<file path="config.mk">
export PLATFORM = sky130hd
export DESIGN_NAME = pwr_ladder_ctrl
export DESIGN_NICKNAME = d
export VERILOG_FILES = /design/src/rtl/pwr_ladder_pkg.sv /design/src/rtl/pwr_sync.sv /design/src/rtl/pwr_ladder_fsm.sv /design/src/rtl/pwr_gate_reg.sv /design/src/rtl/pwr_hiz_latch.sv /design/src/rtl/pwr_ladder_ctrl.sv
export SDC_FILE = /design/constraint.sdc
export NUM_CORES = 1
export LEC_CHECK = 0
export BUFFER_PORTS_ARGS = -buffer_cell sky130_fd_sc_hd__buf_2
export CORE_AREA = 2 2 39 41
export CTS_CLUSTER_DIAMETER = 80
export DETAILED_ROUTE_END_ITERATION = 10
export DIE_AREA = 0 0 41 43
export GPL_ROUTABILITY_DRIVEN = 0
export SETUP_SLACK_MARGIN = 0.5
export SLEW_MARGIN = 0
export SYNTH_ARGS = -nofsm -noshare
export SYNTH_HDL_FRONTEND = slang
export SYNTH_HIERARCHICAL = 1
export SYNTH_SLANG_ARGS = --single-unit
</file>
<file path="constraint.sdc">
create_clock -name clk -period 2 [get_ports clk]
set_input_delay 0.1 -clock clk [delete_from_list [all_inputs] [get_ports clk]]
set_output_delay 0.1 -clock clk [all_outputs]
set_load 0.03 [all_outputs]
</file>
<file path="src/rtl/pwr_ladder_pkg.sv">
package pwr_ladder_pkg;

  localparam int STATE_W = 2;

  typedef enum logic [STATE_W-1:0] {
    PS_RUN   = 2'd0,
    PS_GRANT = 2'd1,
    PS_SLEEP = 2'd2,
    PS_DEEP  = 2'd3
  } pwr_state_e;

  typedef struct packed {
    logic core;
    logic sysbus;
    logic pll;
    logic snoop;
  } gate_set_t;

  function automatic gate_set_t gates_for(pwr_state_e s);
    gate_set_t g;
    case (s)
      PS_RUN:   g = '{core: 1'b1, sysbus: 1'b1, pll: 1'b1, snoop: 1'b1};
      PS_GRANT: g = '{core: 1'b0, sysbus: 1'b1, pll: 1'b1, snoop: 1'b1};
      PS_SLEEP: g = '{core: 1'b0, sysbus: 1'b0, pll: 1'b1, snoop: 1'b0};
      default:  g = '{core: 1'b0, sysbus: 1'b0, pll: 1'b0, snoop: 1'b0};
    endcase
    return g;
  endfunction

endpackage

</file>
<file path="src/rtl/pwr_sync.sv">
module pwr_sync #(
  parameter int   STAGES  = 2,
  parameter logic RST_VAL = 1'b1
) (
  input  logic clk,
  input  logic rst,
  input  logic d,
  output logic q
);

  logic [STAGES-1:0] chain;

  for (genvar i = 0; i < STAGES; i++) begin : g_stage
    if (i == 0) begin : g_first
      always_ff @(posedge clk) begin
        if (rst) chain[0] <= RST_VAL;
        else     chain[0] <= d;
      end
    end else begin : g_next
      always_ff @(posedge clk) begin
        if (rst) chain[i] <= RST_VAL;
        else     chain[i] <= chain[i-1];
      end
    end
  end

  assign q = chain[STAGES-1];

endmodule

</file>
<file path="src/rtl/pwr_ladder_fsm.sv">
module pwr_ladder_fsm
  import pwr_ladder_pkg::*;
(
  input  logic       clk,
  input  logic       rst,
  input  logic       stop_req,
  input  logic       sleep_req,
  input  logic       deep_req,
  input  logic       bclk_run,
  output pwr_state_e state_q,
  output pwr_state_e state_d,
  output logic       ack_q
);

  logic enter_grant;

  always_comb begin
    state_d = state_q;
    unique case (state_q)
      PS_RUN: begin
        if (stop_req) state_d = PS_GRANT;
      end
      PS_GRANT: begin
        if (!stop_req)      state_d = PS_RUN;
        else if (sleep_req) state_d = PS_SLEEP;
      end
      PS_SLEEP: begin
        if (deep_req || !bclk_run) state_d = PS_DEEP;
        else if (!sleep_req)       state_d = PS_GRANT;
      end
      PS_DEEP: begin
        if (!deep_req && bclk_run) state_d = PS_SLEEP;
      end
      default: state_d = PS_RUN;
    endcase
  end

  assign enter_grant = (state_q == PS_RUN) && (state_d == PS_GRANT);

  always_ff @(posedge clk) begin
    if (rst) begin
      state_q <= PS_RUN;
      ack_q   <= 1'b0;
    end else begin
      state_q <= state_d;
      ack_q   <= enter_grant;
    end
  end

endmodule

</file>
<file path="src/rtl/pwr_gate_reg.sv">
module pwr_gate_reg
  import pwr_ladder_pkg::*;
(
  input  logic       clk,
  input  logic       rst,
  input  pwr_state_e state_d,
  output gate_set_t  gates_q
);

  always_ff @(posedge clk) begin
    if (rst) gates_q <= gates_for(PS_RUN);
    else     gates_q <= gates_for(state_d);
  end

endmodule

</file>
<file path="src/rtl/pwr_hiz_latch.sv">
module pwr_hiz_latch (
  input  logic clk,
  input  logic rst,
  input  logic mgmt_int_n,
  output logic hiz_q
);

  logic rst_prev;

  always_ff @(posedge clk) begin
    rst_prev <= rst;
    if (rst)                          hiz_q <= 1'b0;
    else if (rst_prev && !mgmt_int_n) hiz_q <= 1'b1;
  end

endmodule

</file>
<file path="src/rtl/pwr_ladder_ctrl.sv">
module pwr_ladder_ctrl
  import pwr_ladder_pkg::*;
#(
  parameter int SYNC_STAGES = 2
) (
  input  logic               clk,
  input  logic               rst,
  input  logic               stopclk_n,
  input  logic               sleep_n,
  input  logic               dsleep_n,
  input  logic               bclk_run,
  input  logic               mgmt_int_n,
  output logic               core_clk_en,
  output logic               sysbus_clk_en,
  output logic               pll_clk_en,
  output logic               grant_ack,
  output logic               snoop_accept,
  output logic               out_hiz_en,
  output logic [STATE_W-1:0] state_code
);

  logic       stop_sync_n;
  pwr_state_e st_q;
  pwr_state_e st_d;
  gate_set_t  gates;

  pwr_sync #(.STAGES(SYNC_STAGES), .RST_VAL(1'b1)) u_stop_sync (
    .clk (clk),
    .rst (rst),
    .d   (stopclk_n),
    .q   (stop_sync_n)
  );

  pwr_ladder_fsm u_fsm (
    .clk       (clk),
    .rst       (rst),
    .stop_req  (~stop_sync_n),
    .sleep_req (~sleep_n),
    .deep_req  (~dsleep_n),
    .bclk_run  (bclk_run),
    .state_q   (st_q),
    .state_d   (st_d),
    .ack_q     (grant_ack)
  );

  pwr_gate_reg u_gates (
    .clk     (clk),
    .rst     (rst),
    .state_d (st_d),
    .gates_q (gates)
  );

  pwr_hiz_latch u_hiz (
    .clk        (clk),
    .rst        (rst),
    .mgmt_int_n (mgmt_int_n),
    .hiz_q      (out_hiz_en)
  );

  assign core_clk_en   = gates.core;
  assign sysbus_clk_en = gates.sysbus;
  assign pll_clk_en    = gates.pll;
  assign snoop_accept  = gates.snoop;
  assign state_code    = st_q;

endmodule

</file>
# Yosys cells after proc, flatten, opt, wreduce, memory -nomap -nowiden

Cells that the tools add are included.
Widths: inputs -> output; s select.

Eq/ne operators: 5
Muxes and demuxes: 8
Bitwise operators: 1
Reduce and logical (&&, ||, !) cells: 8

Operator list:

| operator           | count |
|---|---|
| $mux 2             | 6 |
| $pmux 4 s3         | 1 |
| $pmux 2 s4         | 1 |
| $eq 2x2->1 const B | 3 |
| $eq 2x1->1 const B | 2 |
| $logic_not 2->1    | 2 |
| $logic_and 1x1->1  | 3 |
| $logic_not 1->1    | 2 |
| $logic_or 1x1->1   | 1 |
| $not 1->1          | 1 |

Bits in registers: 11
Bits of input ports: 7
Output and inout port bits: 8
Word-level logic and storage cells: 32

# Logic depth before layout (Yosys ltp)

Gate-level depths: netlist of run 1.

Depth in word-level cells: 6
Gate-level depth with buffers: 5
Gate-level depth less buffers: 5

# Modules after synthesis

Netlist of run 1, hierarchy kept.

Modules (own cells, without submodules):

| module          | times used | cells an instance | area each (µm²) | sequential area each (µm²) |
|---|---|---|---|---|
| pwr_ladder_fsm  | 1          | 16                | 148.9           | 60.1 |
| pwr_gate_reg    | 1          | 7                 | 88.8            | 60.1 |
| pwr_hiz_latch   | 1          | 5                 | 58.8            | 40.0 |
| pwr_sync        | 1          | 4                 | 52.6            | 40.0 |
| pwr_ladder_ctrl | 1          | 3                 | 11.3            | 0.0 |

# Worst setup path before layout of run 1

OpenSTA, ideal clock, no wires.

Kind: register to register
Start point: register u_fsm.state_q[1]
End point: register u_gates/gates_q[1] (netlist name)
Library setup time: 0.123 ns
Arrival time: 0.992 ns
Required time: 1.877 ns
Slack: 0.885 ns
Cell stages (with the launch flop): 5
Buffers on the path: 0
Period minus slack after synthesis: 1.115 ns
Cell sequence: dfxtp_1 > a21o_1 > o31ai_2 > nor2_1 > nand3b_1

Longest elaborated chain between the ends: 5
Elaborated cells between the ends (all ways): 15
Classes of those cells: eq/ne: 5; mux: 8; reduce/logical: 2

Ends and longest elaborated chain:

| element                            | line                                       | text |
|---|---|---|
| from (decl)                        | pwr_ladder_fsm.sv:10                       | `output pwr_state_e state_q,` |
| from (signal assigned)             | pwr_ladder_fsm.sv:45                       | `state_q <= state_d;` |
| $mux 2, on equally long branches   | pwr_ladder_fsm.sv:29, pwr_ladder_fsm.sv:25 |  |
| $mux 2, on equally long branches   | pwr_ladder_fsm.sv:28, pwr_ladder_fsm.sv:24 |  |
| $pmux 2 s4 (*)                     | pwr_ladder_fsm.sv:19                       | `unique case (state_q)` |
| named net st_d[1]                  | pwr_ladder_ctrl.sv:24                      | `pwr_state_e st_d;` |
| $eq 2x2->1 (tied with other cells) | pwr_ladder_pkg.sv:21                       | `case (s)` |
| $pmux 4 s3 (*)                     | pwr_ladder_pkg.sv:21                       |  |
| to (signal assigned)               | pwr_gate_reg.sv:11                         | `if (rst) gates_q <= gates_for(PS_RUN);` |
| to (signal assigned)               | pwr_gate_reg.sv:12                         | `else gates_q <= gates_for(state_d);` |
| to (decl)                          | pwr_gate_reg.sv:7                          | `output gate_set_t gates_q` |

The timed path passes the listed nets; every way through them passes the cells marked *.
A chain may end at the register's enable or synchronous reset.

# Final worst setup path of run 1

Start point: register u_fsm.state_q[0]
End point: output port state_code[0]

RTL lines:

| element   | line                  | text |
|---|---|---|
| to (decl) | pwr_ladder_ctrl.sv:19 | `output logic [STATE_W-1:0] state_code` |

No word-level cell between the ends.

==> impl_metrics.csv, run 1 <==
group,metric,value,unit
setup_path,r2r_slack,980,ps
synth,yosys_warnings,6,
clock_tree,clk_path_buf_depth,2,
placed_design,place_ws,989,ps
setup_path,path_depth,1,
synth,syn_area,360,um2
setup_path,cp_data_required_time,1900,ps
sta,maxSlewViolCount,0,
synth,ys_types,17,
synth,synth_compound_area_frac,0.128,
grt,antenna_found_initial,0,
drt,first_iter_violations,2,
setup_path,critical_path.max_stage_delay,430,ps
floorplanning,dieHeight,43,um
final_layout,fillerInstances,156,
floorplanning,boundaryPins,15,
setup_path,crit_chain,"buf_2",
sta,post-route-min-period,1030,ps
synth,syn_inst,35,
clock_tree,cts_hold_buf,0,
final_layout,layout.nets,60,
sta,min_period_over_period,0.514,
final_layout,fin_cells,68,
setup_path,crit_fanout,6,
drt,met3_length,38,um
drt,ant_nets,0,
clock_tree,clk_latency,260,ps
setup_path,critPathKind,"flip-flop to primary output",
run_status,status,"complete, no violations",
run,cap_violations,0,
clock_tree,htree_levels,1,
floorplanning,die_area,1760,um2
grt,grt_overflow,0,
sta,setup_slack,973,ps
floorplanning,placementRows,14,
drt,postRouteWirelength,573,um
synth,synthMuxAreaShare,0,
clock_tree,cts.reportedPaths.clkPinSlew,60,ps
grt,grt_pass1_wl,938,um
placed_design,numPortBuffers,14,
synth,seq_area_frac_synth,0.556,
final_layout,area_delta_synth_final,33.0,%
setup_path,path_buf_inv,1,
synth,synth-xor-area-share,0,
min_path,hold_depth,2,
synth,synthSimpleGateAreaFrac,0.253,
sta,setup_tns,0,ps
drt,wl_per_cell,8.43,um
final_layout,drive_gt1_frac,0.423,
drt,routed.top_layer,"met3",
grt,grtUsageTotal,0.0825,
sta,tightestPinTransition,262,ps
clock_tree,clock-sinks,10,
drt,drcViolationCount,0,
clock_tree,cts_setup_buffers,0,
grt,grt_pass1_vias,251,
setup_path,endpoint_kind,"primary output",
floorplanning,initial_core_util,0.260,
placed_design,dp_cells,64,
floorplanning,coreArea,1380,um2
synth,synth_top_family_by_area,"simple AND/OR/NAND/NOR gates",
grt,grt_max_degree,11,
min_path,hp-class,"input pin to flip-flop",
sta,final.setup_skew,2.44,ps
synth,synth_adder_area_share,0,
setup_path,startpoint_type,"flip-flop",
floorplanning,dieWidth,41,um
drt,wl_met2,325,um
sta,final-hold-violation-count,0,
power,power.leakage,0.229,nW
synth,synth_nets,42,
setup_path,critPathArrivalTime,930,ps
drt,viasPerCell,4.22,
clock_tree,cts_tree,"built",
drt,num_vias,287,
setup_path,rr_worst_depth,3,
sta,finalSetupViolations,0,
drt,wl_met1,209,um
clock_tree,cts_resized,0,
final_layout,n_antenna_cell,0,
setup_path,critPathSlowestCell,"dfxtp_1",
power,p_per_area,865,nW/um2
clock_tree,numCtsBuffers,3,
drt,dr.pass1.iters,4,
clock_tree,cts-root-buf,"clkbuf_4",
synth,ys_seq_elements,10,
power,ir_drop,0.000321,V
sta,rsz0062_at_grt,"no",
sta,max_slew_margin,0.823,
sta,fmax,0.973,GHz
synth,syn_area_per_cell,10.3,um2
placed_design,hpwlAfterDp,463,um
setup_path,crit_family,"flip-flops",
==> worst register-to-register path, cell delays in order, from the launching register on <==
cell and delay, ps:
dfxtp_1 360, o31ai_2 320, nor2_1 120, o21bai_1 150
==> kinds of logic after synthesis <==
kind of cell | count (synthesis)
compound gates | 6
buf+inv | 5
flops | 10
simple gates | 14
==> synthesized netlist by cell type (all sizes together) <==
cell type | count | share of area
o31ai | 1 | 0.035
inv | 4 | 0.042
nand3b | 2 | 0.042
nor3 | 1 | 0.028
a21o | 1 | 0.021
nor2 | 3 | 0.031
dfxtp | 10 | 0.56
a21oi | 2 | 0.038
or2 | 2 | 0.035
o21ai | 1 | 0.014
nand2 | 2 | 0.021
nor4b | 1 | 0.024
buf | 1 | 0.021
nand2b | 3 | 0.073
o21bai | 1 | 0.021
==> registers in the layout, summed over array words and instances, names as in the netlist <==
name               flops
u_fsm/ack_q            1
u_fsm/state_q          2
u_gates/gates_q        3
u_hiz/hiz_q            1
u_hiz/rst_prev         1
u_stop_sync/chain      1
u_stop_sync/q          1
==> final timing paths <==
kind / from / endpoint
hold / removal: stopclk_n / u_stop_sync/chain[0]
setup reg to reg: u_fsm/state_q[0] / u_gates/gates_q[3]
setup / recovery: u_fsm/state_q[0] / state_code[0]
hold reg to reg: u_stop_sync/chain[0] / u_stop_sync/q
==> metal layers <==
| metal | track usage | vias to the layer above |
|---|---|---|
| met5 | 0 | - |
| met4 | 0.0600 | 0 |
| met3 | 0.0471 | 0 |
| met2 | 0.131 | 12 |
| met1 | 0.0712 | 128 |
| li1 | - | 147 |
==> per-stage QoR <==
stage | instance area (um2) | hold slack (ps) | total power [mW] | utilization
final | 479 | 17.4 | 0.414 | 0.346
after global routing | 479 | 12.8 | 0.438 | 0.346
after CTS | 479 | 7.97 | 0.425 | 0.346
after detailed placement | 443 | 283 | 0.245 | 0.320
after global placement | 443 | 283 | 0.244 | 0.320
after floorplan | 360 | 128 | 0.232 | -
==> cell usage in the layout (no fill, tap or decap) <==
cell type and instances:
buf_2 14, dfxtp_1 10, inv_1 4, clkbuf_4 3, nor2_1 3, nand2_1 2
nand3b_1 2, nand2b_1 2, or2_1 2, clkbuf_8 1, nand2b_4 1, o21ai_1 1
a21o_1 1, o31ai_2 1, nor4b_1 1, a21oi_1 1, nor3_2 1, o21bai_1 1
a21oi_2 1
==> area by class of cell <==
type                    count  area [um2]  area share
well taps                  16        20.0      0.0418
clock buffers               4        36.3      0.0757
repair buffers             14        70.1       0.146
inverters                   4        15.0      0.0313
multi-input cells          20         138       0.287
flip-flops and latches     10         200       0.418
==> power breakdown <==
group	leakage [nW]	total (mW)	switching, mW	internal (mW)
clock network	0.0210	0.174	0.0641	0.110
logic	0.126	0.0324	0.0187	0.0136
registers	0.0820	0.207	0.00225	0.205
total	0.229	0.414	0.0851	0.329
(Power assumes the default switching activity.)
==> run 2: changes to the inputs <==
- clock period: 2 -> 1.1 ns (I/O delays scaled with it)
==> impl_metrics.csv, run 2 (synthesis gave the netlist of run 1 again) <==
group,metric,value,unit
sta,final-hold-violation-count,1,
clock_tree,cts.reportedPaths.clkPinSlew,60,ps
final_layout,largest_reg_flops,3,
grt,grtUsageTotal,0.0837,
power,power.leakage,0.250,nW
sta,setup_tns,0,ps
floorplanning,die_area,1760,um2
power,ir_drop,0.000596,V
final_layout,n_antenna_cell,0,
min_path,hp-class,"input pin to flip-flop",
sta,final.setup_skew,5.41,ps
clock_tree,clk_path_buf_depth,2,
clock_tree,cts-root-buf,"clkbuf_4",
placed_design,place_ws,145,ps
drt,num_vias,293,
run_status,violations,"negative hold slack",
setup_path,endpoint_kind,"flip-flop",
grt,grt_max_degree,11,
setup_path,critPathKind,"flip-flop to flip-flop",
floorplanning,dieWidth,41,um
sta,tightestPinTransition,273,ps
floorplanning,placementRows,14,
clock_tree,clk_latency,260,ps
power,p_per_area,1240,nW/um2
drt,ant_nets,0,
final_layout,final_cell_mix,"buf_6, buf_2, dfxtp_4",
final_layout,final_common_cell,"buf_6",
sta,post-route-min-period,927,ps
final_layout,area_delta_synth_final,56.6,%
setup_path,cp_data_required_time,1240,ps
sta,maxSlewViolCount,0,
grt,grt_pass1_wl,959,um
setup_path,startpoint_type,"flip-flop",
sta,finalSetupViolations,0,
final_layout,drive_gt1_frac,0.593,
final_layout,layout.nets,62,
run,cap_violations,0,
sta,min_period_over_period,0.843,
placed_design,numPortBuffers,14,
drt,postRouteWirelength,600,um
drt,viasPerCell,4.19,
setup_path,r2r_slack,170,ps
sta,setup_slack,173,ps
final_layout,top_regs,"u_gates/gates_q (3), u_fsm/state_q (2)",
setup_path,critPathArrivalTime,1060,ps
floorplanning,boundaryPins,15,
sta,holdWs,-24.3,ps
run_status,status,"complete, but fails checks",
drt,first_iter_violations,0,
setup_path,crit_fanout,3,
clock_tree,htree_levels,1,
clock_tree,numCtsBuffers,3,
floorplanning,dieHeight,43,um
sta,max_slew_margin,0.815,
sta,rsz0062_at_grt,"yes",
floorplanning,initial_core_util,0.260,
power,total_power,0.701,mW
drt,drcViolationCount,0,
drt,dr.pass1.iters,1,
final_layout,top_register,"u_gates/gates_q",
drt,wl_per_cell,8.57,um
grt,antenna_found_initial,0,
clock_tree,cts_tree,"built",
grt,grt_pass1_vias,234,
sta,fmax,1.08,GHz
grt,grt_overflow,0,
clock_tree,clock-sinks,10,
floorplanning,coreArea,1380,um2
-- run 2: changes by cell type in the layout (fill, tap and decap cells not counted), sizes merged --
cell	delta
buf	+2
-- run 2: layout make-up --
type | count | area [um2]
Inverter | 4 | 15.0
Sequential cell | 10 | 219
Multi-Input combinational cell | 20 | 149
Timing Repair Buffer | 16 | 135
Tap cell | 16 | 20.0
Fill cell | 131 | 820
Clock buffer | 4 | 26.3
-- run 2: timing repair --
action	4_1_cts	5_1_grt
gates resized for setup	19	1
gates cloned	0	0
pin swaps	3	4
endpoints found under the setup margin	14	15
setup buffers	1	1
hold endpoints to repair	1	1
-- run 2: layer usage --
layer | track usage | up-vias | wire (um)
li1 | - | 151 | -
met1 | 0.117 | 128 | 264
met2 | 0.100 | 14 | 294
met3 | 0.0314 | 0 | 41
met4 | 0.0600 | 0 | 0
met5 | 0 | - | 0
-- run 2: where the power goes --
group          switching, mW  total [mW]  leakage, nW  internal (mW)
clock                  0.117       0.257       0.0150          0.140
combinational         0.0362      0.0712        0.152         0.0350
sequential           0.00632       0.373       0.0837          0.367
total                  0.160       0.701        0.250          0.541
-- run 2: per-stage QoR --
| step | std cells | cell area [um2] | util | hold WS (ps) |
|---|---|---|---|---|
| after CTS | 69 | 556 | 0.401 | -35.2 |
| after floorplan | 35 | 390 | - | 82.7 |
| after detailed placement | 64 | 469 | 0.339 | 241 |
| final | 70 | 564 | 0.408 | -24.3 |
| after global routing | 70 | 564 | 0.408 | -28.6 |
| after global placement | 64 | 469 | 0.339 | 236 |
-- run 2: critical path, stage by stage, from the launching register on --
cell and delay, ps:
dfxtp_2 320, inv_2 60, a21o_1 140, o31ai_4 80, nor2_2 130, nand3b_1 100
-- run 2: path summary, 6_finish.rpt --
kind	startpoint	to	depth (start not counted)
setup / recovery	u_stop_sync/q	u_gates/gates_q[1]	5
hold / removal	stopclk_n	u_stop_sync/chain[0]	2
setup reg to reg	u_stop_sync/q	u_gates/gates_q[1]	5
hold reg to reg	u_stop_sync/chain[0]	u_stop_sync/q	1
==> run 3: changes to the inputs <==
- ABC_AREA: unset -> 1
- clock period: 1.1 -> 0.95 ns (I/O delays scaled with it)
==> impl_metrics.csv, run 3 <==
group,metric,value,unit
run_status,status,"complete, but fails checks",
run_status,violations,"negative hold slack",
synth,synth_nets,54,
setup_path,path_depth,5,
synth,synth_common_cells,"inv_1, nand2_1, dfxtp_1, nand3_1, nor2_1",
setup_path,endpoint_kind,"flip-flop",
sta,max_slew_margin,0.905,
placed_design,numPortBuffers,14,
drt,drcViolationCount,0,
placed_design,hpwlAfterDp,456,um
setup_path,crit_fanout,5,
final_layout,final_common_cell,"buf_6",
clock_tree,numCtsBuffers,3,
setup_path,cpMostUsedCell,"nand2_2",
clock_tree,clk_path_buf_depth,2,
floorplanning,coreArea,1380,um2
sta,setup_tns,0,ps
floorplanning,initial_core_util,0.261,
setup_path,rr_worst_depth,5,
setup_path,cp-startpoint,"u_fsm/state_q[0]",
synth,synth_area_leader_cell,"dfxtp_1",
floorplanning,dieHeight,43,um
sta,setup_slack,97.3,ps
setup_path,r2r_slack,100,ps
clock_tree,cts_tree,"built",
sta,holdWs,-42.3,ps
synth,synth.most_common_cell,"inv_1",
synth,ys_seq_elements,10,
setup_path,critPathArrivalTime,1050,ps
min_path,hold_depth,3,
final_layout,area_delta_synth_final,67.5,%
power,ir_drop,0.000984,V
floorplanning,boundaryPins,15,
grt,grt_max_degree,8,
final_layout,fin_cells,84,
setup_path,rr_endpoint,"u_gates/gates_q[3]",
final_layout,layout.nets,76,
sta,final.setup_skew,4.08,ps
drt,num_vias,348,
setup_path,cp_data_required_time,1150,ps
grt,grt_overflow,0,
setup_path,path_buf_inv,0,
floorplanning,placementRows,14,
clock_tree,htree_levels,1,
power,p_switching,0.190,mW
final_layout,top_regs,"u_gates/gates_q (3), u_fsm/state_q (2)",
power,sw_frac_of_total,0.213,
sta,final-hold-violation-count,2,
synth,synth_edf_count,0,
setup_path,crit_family,"flip-flops",
final_layout,drive_gt1_frac,0.603,
synth,yosys_warnings,6,
synth,synth_ff_type,"dfxtp_1",
sta,rsz0062_at_grt,"yes",
power,pwr-share-clk,0.409,
clock_tree,clock-sinks,10,
sta,post-route-min-period,853,ps
drt,wl_per_cell,7.85,um
clock_tree,cts.reportedPaths.clkPinSlew,60,ps
grt,grtUsageTotal,0.0957,
setup_path,startpoint_type,"flip-flop",
floorplanning,die_area,1760,um2
grt,grt_pass1_wl,1130,um
drt,ant_nets,0,
sta,finalSetupViolations,0,
setup_path,critical_path.max_stage_delay,360,ps
sta,fmax,1.17,GHz
drt,dr.pass1.iters,7,
final_layout,n_antenna_cell,0,
drt,first_iter_violations,7,
min_path,hp-class,"input pin to flip-flop",
sta,min_period_over_period,0.898,
power,power.internal,0.704,mW
synth,ys_top_cells_by_area,"dfxtp_1, inv_1, nand2_1",
placed_design,dp_cells,76,
final_layout,top_register,"u_gates/gates_q",
synth,syn_area_per_cell,7.69,um2
power,combPwrFrac,0.107,
grt,antenna_found_initial,0,
clock_tree,clk_latency,260,ps
power,p_per_area,1480,nW/um2
final_layout,final_cell_mix,"buf_6, inv_1, nand2_1, buf_2, nand2_2",
final_layout,largest_reg_flops,3,
sta,tightestPinTransition,142,ps
synth,async_flop_share,0,
power,seqPwrFrac,0.483,
sta,maxSlewViolCount,0,
setup_path,worstReg2RegStart,"u_fsm/state_q[0]",
setup_path,crit_chain,"nor2_2, nand2_1, nand2_2, nand2_2, o21ai_1",
power,power.leakage,0.301,nW
synth,seq_area_frac_synth,0.554,
setup_path,crit_path_end,"u_gates/gates_q[3]",
drt,postRouteWirelength,659,um
grt,grt_pass1_vias,334,
synth,syn_area,362,um2
placed_design,place_ws,89.2,ps
synth,ys_types,10,
clock_tree,cts-root-buf,"clkbuf_4",
run,cap_violations,0,
setup_path,critPathKind,"flip-flop to flip-flop",
synth,synth_top_area_frac,0.554,
floorplanning,dieWidth,41,um
setup_path,critPathSlowestCell,"dfxtp_4",
synth,syn_inst,47,
drt,viasPerCell,4.14,
==> run 3: kinds of logic (layout without fill, tap and decap cells) <==
group / after synthesis / after routing / share of synthesized area
AO/OA/AOI/OAI: 4 / 4 / 0.0761
AND/OR/NAND/NOR: 19 / 19 / 0.215
buffers and inverters: 14 / 35 / 0.156
flip-flops: 10 / 10 / 0.554
==> run 3: through the flow <==
step / util / power (mW) / area (um2)
5_1_grt: 0.438 / 0.940 / 606
3_3_place_gp: 0.334 / 0.507 / 462
4_1_cts: 0.426 / 0.902 / 589
6_report: 0.438 / 0.894 / 606
3_5_place_dp: 0.334 / 0.508 / 462
2_1_floorplan: - / 0.482 / 383
==> run 3: repair_timing <==
action | CTS | global route
setup buffers | 3 | 1
setup endpoints to repair | 16 | 16
pin swaps | 7 | 4
gates resized for setup | 23 | 4
endpoints found under the hold margin | 2 | 2
==> run 3: cell type report <==
class,count,area [um2]
Multi-Input combinational cell,23,125
Fill cell,140,778
Clock buffer,4,36.3
Tap cell,16,20.0
Inverter,13,48.8
Sequential cell,10,218
Timing Repair Buffer,18,158
==> run 3: worst reg2reg max path: cells and delay by family (launching register included) <==
kind               cells  cell delay [ps]
AOI/OAI and AO/OA      1              130
DFF                    1              360
and+or+nand+nor        4              310
==> run 3: how the worst min path moves through the flow <==
stage	start	endpoint	slack, ps
final	stopclk_n	u_stop_sync/chain[0]	-40
after global routing	stopclk_n	u_stop_sync/chain[0]	-40
after CTS	stopclk_n	u_stop_sync/chain[0]	-50
after detailed placement	stopclk_n	u_stop_sync/chain[0]	220
after global placement	stopclk_n	u_stop_sync/chain[0]	220
after floorplan	rst	u_hiz/rst_prev	80
==> run 3: layer usage <==
| metal | vias up | wire (um) | track usage |
|---|---|---|---|
| li1 | 178 | - | - |
| met1 | 158 | 253 | 0.0779 |
| met2 | 12 | 344 | 0.166 |
| met3 | 0 | 61 | 0.0628 |
| met4 | 0 | 0 | 0.0400 |
| met5 | - | 0 | 0 |
==> run 3: power by group through the flow <==
stage	sequential [mW]	combinational [mW]	clock (mW)
6_report	0.432	0.0959	0.366
3_3_place_gp	0.439	0.0681	0
4_1_cts	0.431	0.0877	0.383
5_1_grt	0.433	0.109	0.399
3_5_place_dp	0.439	0.0690	0
2_1_floorplan	0.453	0.0289	0
